[config.mk]
export PLATFORM = sky130hd
export DESIGN_NAME = fpg_frame_pulse
export DESIGN_NICKNAME = d
export VERILOG_FILES = /design/src/rtl/fpg_pkg.sv /design/src/rtl/fpg_nth_gate.sv /design/src/rtl/fpg_cadence_sel.sv /design/src/rtl/fpg_pulse_reg.sv /design/src/rtl/fpg_frame_pulse.sv
export SDC_FILE = /design/constraint.sdc
export NUM_CORES = 1
export LEC_CHECK = 0
export BUFFER_PORTS_ARGS = -buffer_cell sky130_fd_sc_hd__buf_2
export CAP_MARGIN = 20
export CORE_AREA = 2 2 39 41
export DETAILED_ROUTE_END_ITERATION = 10
export DIE_AREA = 0 0 41 43
export SYNTH_ARGS = -nofsm -noshare
export SYNTH_HDL_FRONTEND = slang
export SYNTH_SLANG_ARGS = --single-unit
[constraint.sdc]
create_clock -name clk -period 1.24 [get_ports clk]
set_input_delay 0.062 -clock clk [delete_from_list [all_inputs] [get_ports clk]]
set_output_delay 0.062 -clock clk [all_outputs]
set_load 0.1 [all_outputs]
[src/rtl/fpg_pkg.sv]
// Package: shared cadence codes for the frame pulse generator.
// Assumes the same two-bit code space is reused by the T1 and E1 tables.
package fpg_pkg;

    localparam int CAD_W = 2;

    typedef enum logic [CAD_W-1:0] {
        T1_EACH_F    = 2'd0,
        T1_ALT_F     = 2'd1,
        T1_EACH_MF   = 2'd2,
        T1_ALT_MF    = 2'd3
    } t1_cad_e;

    typedef enum logic [CAD_W-1:0] {
        E1_EACH_FRM  = 2'd0,
        E1_CRC_MF    = 2'd1,
        E1_SIG_MF    = 2'd2,
        E1_ANY_MF    = 2'd3
    } e1_cad_e;

endpackage

[src/rtl/fpg_nth_gate.sv]
// Module: passes one event out of every DIV qualified events.
// The first event after reset passes. The count advances only when both
// the clock enable and the event are high.
// Assumes DIV >= 1. With DIV == 1 every event passes and no state is kept.
module fpg_nth_gate #(
    parameter int DIV = 2
) (
    input  logic clk,
    input  logic rst_n,
    input  logic clk_en,
    input  logic event_i,
    output logic hit_o
);

    localparam int CNT_W = (DIV > 1) ? $clog2(DIV) : 1;
    localparam logic [CNT_W-1:0] LAST = CNT_W'(DIV - 1);

    generate
        if (DIV == 1) begin : g_pass
            // Every event passes; no count to keep.
            assign hit_o = event_i;
        end else begin : g_count
            logic [CNT_W-1:0] cnt_q;

            // Count qualified events modulo DIV.
            always_ff @(posedge clk) begin
                if (!rst_n) begin
                    cnt_q <= '0;
                end else if (clk_en && event_i) begin
                    cnt_q <= (cnt_q == LAST) ? '0 : cnt_q + 1'b1;
                end
            end

            // The event passes while the count sits at its start phase.
            assign hit_o = event_i && (cnt_q == '0);

            p_cnt_range_r4: assert property (@(posedge clk) disable iff (!rst_n)
                cnt_q <= LAST);

            p_cnt_hold_r2: assert property (@(posedge clk) disable iff (!rst_n)
                !clk_en |=> $stable(cnt_q));

            p_cnt_step_r6: assert property (@(posedge clk) disable iff (!rst_n)
                (clk_en && event_i && cnt_q != LAST) |=> (cnt_q == $past(cnt_q) + 1'b1));
        end
    endgenerate

endmodule

[src/rtl/fpg_cadence_sel.sv]
// Module: combinational choice of the frame start to be marked.
// Assumes every candidate input is already qualified by the frame start.
module fpg_cadence_sel
    import fpg_pkg::*;
(
    input  logic             std_e1,
    input  logic [CAD_W-1:0] cad_sel,
    input  logic             each_frm,
    input  logic             alt_frm,
    input  logic             t1_mf,
    input  logic             t1_alt_mf,
    input  logic             e1_crc,
    input  logic             e1_sig,
    output logic             mark_o
);

    t1_cad_e t1_cad;
    e1_cad_e e1_cad;

    assign t1_cad = t1_cad_e'(cad_sel);
    assign e1_cad = e1_cad_e'(cad_sel);

    // Pick the candidate named by the code in the active table.
    always_comb begin
        mark_o = 1'b0;
        if (!std_e1) begin
            case (t1_cad)
                T1_EACH_F:  mark_o = each_frm;
                T1_ALT_F:   mark_o = alt_frm;
                T1_EACH_MF: mark_o = t1_mf;
                T1_ALT_MF:  mark_o = t1_alt_mf;
                default:    mark_o = 1'b0;
            endcase
        end else begin
            case (e1_cad)
                E1_EACH_FRM: mark_o = each_frm;
                E1_CRC_MF:   mark_o = e1_crc;
                E1_SIG_MF:   mark_o = e1_sig;
                E1_ANY_MF:   mark_o = e1_crc || e1_sig;
                default:     mark_o = 1'b0;
            endcase
        end
    end

endmodule

[src/rtl/fpg_pulse_reg.sv]
// Module: holds the pulse for one enabled cycle and applies the output level.
// Assumes mark_i is sampled only on enabled edges. Polarity is applied after
// the register, so a polarity change shows at once.
module fpg_pulse_reg (
    input  logic clk,
    input  logic rst_n,
    input  logic clk_en,
    input  logic mark_i,
    input  logic pol_high,
    output logic active_o,
    output logic pin_o
);

    logic pulse_q;

    // Capture the mark on enabled edges; hold through clock gaps.
    always_ff @(posedge clk) begin
        if (!rst_n) begin
            pulse_q <= 1'b0;
        end else if (clk_en) begin
            pulse_q <= mark_i;
        end
    end

    // Drive the pin at the requested level.
    assign pin_o    = pol_high ? pulse_q : ~pulse_q;
    assign active_o = pulse_q;

    p_gap_hold_r2: assert property (@(posedge clk) disable iff (!rst_n)
        !clk_en |=> $stable(pulse_q));

    p_one_wide_r12: assert property (@(posedge clk) disable iff (!rst_n)
        (pulse_q && clk_en && !mark_i) |=> !pulse_q);

endmodule

[src/rtl/fpg_frame_pulse.sv]
// Module: top of the T1/E1 receive frame pulse generator (clock-master side).
// Takes frame and multiframe position flags from a framer and produces a
// one-enabled-cycle frame pulse at the selected cadence and polarity.
// Assumes the flags are aligned with the bit presented on the same enabled
// cycle, and multiframe flags count only together with frm_start.
module fpg_frame_pulse
    import fpg_pkg::*;
#(
    parameter int FRM_DIV = 2,
    parameter int MF_DIV  = 2
) (
    input  logic             clk,
    input  logic             rst_n,
    input  logic             clk_en,
    input  logic             std_e1,
    input  logic [CAD_W-1:0] cad_sel,
    input  logic             pol_high,
    input  logic             frm_start,
    input  logic             t1_mf_start,
    input  logic             e1_crc_mf_start,
    input  logic             e1_sig_mf_start,
    output logic             fp_out
);

    logic t1_mf_q_n;
    logic crc_q_n;
    logic sig_q_n;
    logic alt_frm;
    logic alt_mf;
    logic mark;
    logic active;

    // Multiframe flags count only at the first bit of a frame.
    assign t1_mf_q_n = frm_start && t1_mf_start;
    assign crc_q_n   = frm_start && e1_crc_mf_start;
    assign sig_q_n   = frm_start && e1_sig_mf_start;

    fpg_nth_gate #(.DIV(FRM_DIV)) u_frm_gate (
        .clk     (clk),
        .rst_n   (rst_n),
        .clk_en  (clk_en),
        .event_i (frm_start),
        .hit_o   (alt_frm)
    );

    fpg_nth_gate #(.DIV(MF_DIV)) u_mf_gate (
        .clk     (clk),
        .rst_n   (rst_n),
        .clk_en  (clk_en),
        .event_i (t1_mf_q_n),
        .hit_o   (alt_mf)
    );

    fpg_cadence_sel u_sel (
        .std_e1    (std_e1),
        .cad_sel   (cad_sel),
        .each_frm  (frm_start),
        .alt_frm   (alt_frm),
        .t1_mf     (t1_mf_q_n),
        .t1_alt_mf (alt_mf),
        .e1_crc    (crc_q_n),
        .e1_sig    (sig_q_n),
        .mark_o    (mark)
    );

    fpg_pulse_reg u_out (
        .clk      (clk),
        .rst_n    (rst_n),
        .clk_en   (clk_en),
        .mark_i   (mark),
        .pol_high (pol_high),
        .active_o (active),
        .pin_o    (fp_out)
    );

    p_needs_frame_r10: assert property (@(posedge clk) disable iff (!rst_n)
        $rose(active) |-> $past(clk_en && frm_start));

    p_t1_each_r3: assert property (@(posedge clk) disable iff (!rst_n)
        (clk_en && frm_start && !std_e1 && cad_sel == 2'd0) |=> active);

    p_e1_any_r9: assert property (@(posedge clk) disable iff (!rst_n)
        (clk_en && frm_start && std_e1 && cad_sel == 2'd3 &&
         (e1_crc_mf_start || e1_sig_mf_start)) |=> active);

    p_pol_level_r11: assert property (@(posedge clk) disable iff (!rst_n)
        active |-> (fp_out == pol_high));

endmodule

* Word-level counts from Yosys, hierarchy flattened
Index checks and enable logic that the tools add are counted.
Cells by class: $add $sub $neg 2, equality and inequality tests 3, multiplexer cells 6, bitwise logic cells 3, reductions and logical operators 9
Operators with widths (number):
- 1-bit one-hot mux with 4 select lines | 2
- 1-bit logical AND | 7
- 2-bit equality test (second input constant) | 2
- 1-bit 2-to-1 mux | 4
- 1-bit inverter | 3
- 1-bit adder (second input constant) | 2
- 2-bit by 1-bit equality test with 1-bit output (second input constant) | 1
- 2-bit zero test | 1
- 1-bit logical OR | 1
Word-level totals: flip-flop bits (word level) 3, input port bits 11, logic and storage cells 26

* Depth between registers and ports, before layout
word-level depth 4, depth in mapped cells 4, mapped depth without buffers 4

* Hierarchy
Synthesis repeated with hierarchy kept, for this count alone.
Unflattened totals: cells, all modules 27, area, all modules 227.7 µm²
By module, submodules not included:
- fpg_nth_gate | times used 2, cells an instance 6, area an instance 52.6 µm², sequential area each 20.0 µm²
- fpg_cadence_sel | times used 1, cells an instance 8, area an instance 58.8 µm², sequential area each 0.0 µm²
- fpg_pulse_reg | times used 1, cells an instance 4, area an instance 45.0 µm², sequential area each 20.0 µm²
- fpg_frame_pulse | times used 1, cells an instance 3, area an instance 18.8 µm², sequential area each 0.0 µm²

* Least setup slack after synthesis
Ideal clock, no wire load.
kind register to output, from register u_out.pulse_q (netlist: u_out.active_o), to output port fp_out, data arrival time 1.870 ns, data required time 1.178 ns, setup slack -0.692 ns, stages on the path, launching flop included 2, cell sequence dfxtp_1 -> xnor2_1
Between the ends: longest elaborated chain between the ends 2
RTL lines:
- start: declaration | line fpg_pulse_reg.sv:14 | logic pulse_q;
- start signal: assignment | line fpg_pulse_reg.sv:21 | pulse_q <= mark_i;
- 1-bit inverter | line fpg_pulse_reg.sv:26 | assign pin_o = pol_high ? pulse_q : ~pulse_q;
- 1-bit 2-to-1 mux (*) | line fpg_pulse_reg.sv:26
- end: declaration | line fpg_frame_pulse.sv:22 | output logic fp_out
Every way passes the cells marked *; elsewhere a longest branch is shown, timed or not.

* Final worst setup path
Same ends and word-level chain as after synthesis.

==> results.py <==
metrics = {
    "run_status": {
        "status": "finished clean",
    },
    "sta": {
        "finalCriticalPeriod_ns": 1.051,
        "slew_violations": 0,
        "hold_viol_final": 0,
        "fin_crit_sh_pct": 84.79,
        "rsz0062_at_grt": "false",
        "setup_viol": 0,
        "skew_ns": 0.002804,
        "fmax_mhz": 951.2,
        "fin_tns_setup_ns": 0,
        "finalWorstSetupSlack_ns": 0.1887,
        "worstMarginPinSlew_ns": 0.2551,
        "max_slew_margin_pct": 82.94,
        "hold-worst-slack_ns": 0.06010,
    },
    "placement": {
        "post_dp_cell_area_um2": 282.8,
        "gp_congestion": 0.6175,
        "io_buffers": 11,
        "dp_slack_ns": 0.2759,
    },
    "power": {
        "pwr-share-comb_pct": 25.7,
        "switching_share_pct": 28.02,
        "powerDensity_nw_per_um2": 1227,
        "p_leak_uw": 0.0001315,
        "p_seq_share_pct": 29.0,
        "switching_power_uw": 106.3,
        "clkPwrFrac_pct": 45.3,
        "ir_drop_uv": 187.2,
        "p_int_uw": 273.0,
    },
    "floorplan": {
        "coreArea_um2": 1384,
        "die_h_um": 43,
        "ios": 12,
        "die_area_um2": 1763,
        "fp.dieW_um": 41,
        "initial_utilization_pct": 12.57,
        "rows": 14,
    },
    "critical_path": {
        "cp-startpoint": "u_out.active_o",
        "slowest_delay_ns": 0.41,
        "cp.buffers_inverters": 1,
        "crit_family": "flip-flops",
        "cp-end-kind": "primary output",
        "critPathArrivalTime_ns": 0.99,
        "reg2regPathDepth": 4,
        "path_cells": "xnor2_4 > buf_12",
        "cp_data_required_time_ns": 1.18,
        "setup.worst_path.class": "flop to primary output",
        "reg2reg_slack_ns": 0.26,
        "rr_endpoint": "u_out.active_o",
        "critical_path.slowest_cell": "dfxtp_1",
        "reg2reg_from": "u_mf_gate.g_count.cnt_q",
        "cp-start-kind": "flop",
        "cp_max_fo": 2,
        "path_depth": 2,
        "endpoint": "fp_out",
    },
    "layout": {
        "area_delta_synth_final_pct": 77.70,
        "nets": 46,
        "postLayoutCoreUtil_pct": 22.33,
        "drive_gt1_share_pct": 44.12,
        "antenna_cells": 0,
        "design_area_um2": 309.0,
    },
    "clock_network": {
        "cts_tree": "built",
        "cts_resized": 0,
        "worstSkewPairLatency_ns": 0.23,
        "htreeDepth": 1,
        "cts_buffers": 3,
        "hold_buffers": 0,
        "postCtsSetupRepairBufs": 0,
        "clock-sinks": 3,
        "cts.clk_slew.worst_paths_ns": 0.04,
        "clockBufferDepth": 2,
        "cts_root_buffer": "clkbuf_4",
    },
    "job": {
        "cap_violations": 0,
    },
    "detailed_routing": {
        "dr_wl_met2_um": 237,
        "drt-vias-per-instance": 3.900,
        "first_pass_iters": 4,
        "drtIter0Drc": 2,
        "route.detailed.drc": 0,
        "ant_nets": 0,
        "wl_um": 448,
        "dr_wl_met3_um": 55,
        "num_vias": 195,
        "topRoutingLayerUsed": "met3",
        "routedWlPerCell_um": 8.960,
        "met1Wirelength_um": 154,
    },
    "yosys": {
        "synthCells": 19,
        "synth_top_area_share_pct": 34.53,
        "ys_seq_area_share_pct": 34.53,
        "ys_warn_count": 0,
        "synth_seq_cells": 3,
        "avgSynthCellArea_um2": 9.154,
        "ys.flop_type": "dfxtp_1",
        "synthDistinctLibCells": 12,
        "async_reset_ff_share_pct": 0,
        "synth_edf_count": 0,
        "yosysTopAreaCell": "dfxtp_1",
        "yosys-top-cells-area": "dfxtp_1 35%, xnor2_1 15%, or2b_1 13%, and2_1 7.2%, o311ai_1 5.0%",
        "synth_area_um2": 173.9,
        "ys_top_cells_by_count": "3 x dfxtp_1, 3 x or2b_1, 3 x xnor2_1",
        "syn-num-nets": 30,
    },
    "global_route": {
        "grt_max_degree": 5,
        "grt_overflow_total": 0,
        "grt_antenna_before_repair": 0,
        "grt_pass1_wl_um": 703,
        "grt_pass1_vias": 201,
        "track_usage_pct": 6.413,
    },
    "min_path": {
        "hp-class": "primary input to flop",
    },
}
## kinds of logic after synthesis
| group | after synthesis | synth area share [%] |
|---|---|---|
| DFF | 3 | 34.53 |
| and+or+nand+nor | 8 | 28.77 |
| xor gates and xnor gates | 3 | 15.11 |
| AOI/OAI and AO/OA | 5 | 21.59 |
## power by group through the flow
stage | clock, uW | sequential, uW | combinational [uW]
after floorplan | 0 | 110 | 57.5
after CTS | 178 | 110 | 98.2
after global placement | 0 | 111 | 96.9
final | 172 | 110 | 97.5
after detailed placement | 0 | 112 | 97.5
after global routing | 183 | 111 | 105
## registers in the layout, summed over array words and instances (netlist names)
name,count
u_frm_gate.g_count.cnt_q,1
u_mf_gate.g_count.cnt_q,1
u_out.active_o,1
## layout by cell type, fill, tap and decap left out, drive strengths merged
cell | Yosys | layout
o32ai | 1 | 1
o311ai | 1 | 1
a21oi | 1 | 1
or2b | 3 | 3
xnor2 | 3 | 3
and2 | 2 | 2
nand2 | 1 | 1
clkbuf | 0 | 4
nand3 | 1 | 1
buf | 0 | 11
a22oi | 1 | 1
dfxtp | 3 | 3
a21boi | 1 | 1
nor2b | 1 | 1
## how the worst min path moves through the flow
stage | start | endpoint | slack (ns) | cells after the start
detailed placement | rst_n | u_mf_gate.g_count.cnt_q | 0.30 | 2
finish | rst_n | u_frm_gate.g_count.cnt_q | 0.06 | 2
floorplan | rst_n | u_frm_gate.g_count.cnt_q | 0.18 | 1
global placement | rst_n | u_frm_gate.g_count.cnt_q | 0.30 | 2
CTS | rst_n | u_frm_gate.g_count.cnt_q | 0.06 | 2
global route | rst_n | u_frm_gate.g_count.cnt_q | 0.07 | 2
## layer usage
metal  GRT usage (%)  up-vias
li1                -       98
met1           5.751       91
met2           9.688        6
met3           4.712        0
met4           4.000        0
met5               0        -
## area by class of cell
cell class	count	area, um2
timing repair buffer	11	70.07
multi-input combinational	16	132.6
sequential	3	60.06
clock buffer	4	26.28
fill	161	1075
tap	16	20.02
## worst reg2reg max path, stage by stage (launching register included)
cell	delay (ns)
dfxtp_1	0.31
or2b_1	0.22
o32ai_1	0.12
o311ai_1	0.12
a21boi_1	0.14
## through the flow
stage                     cells  power [uW]
after floorplan              19       167.7
after global placement       46       208.1
after detailed placement     46       209.4
after CTS                    50       387.0
after global routing         50       398.6
final                        50       379.2
No activity file was read; power rests on OpenSTA's default activity.
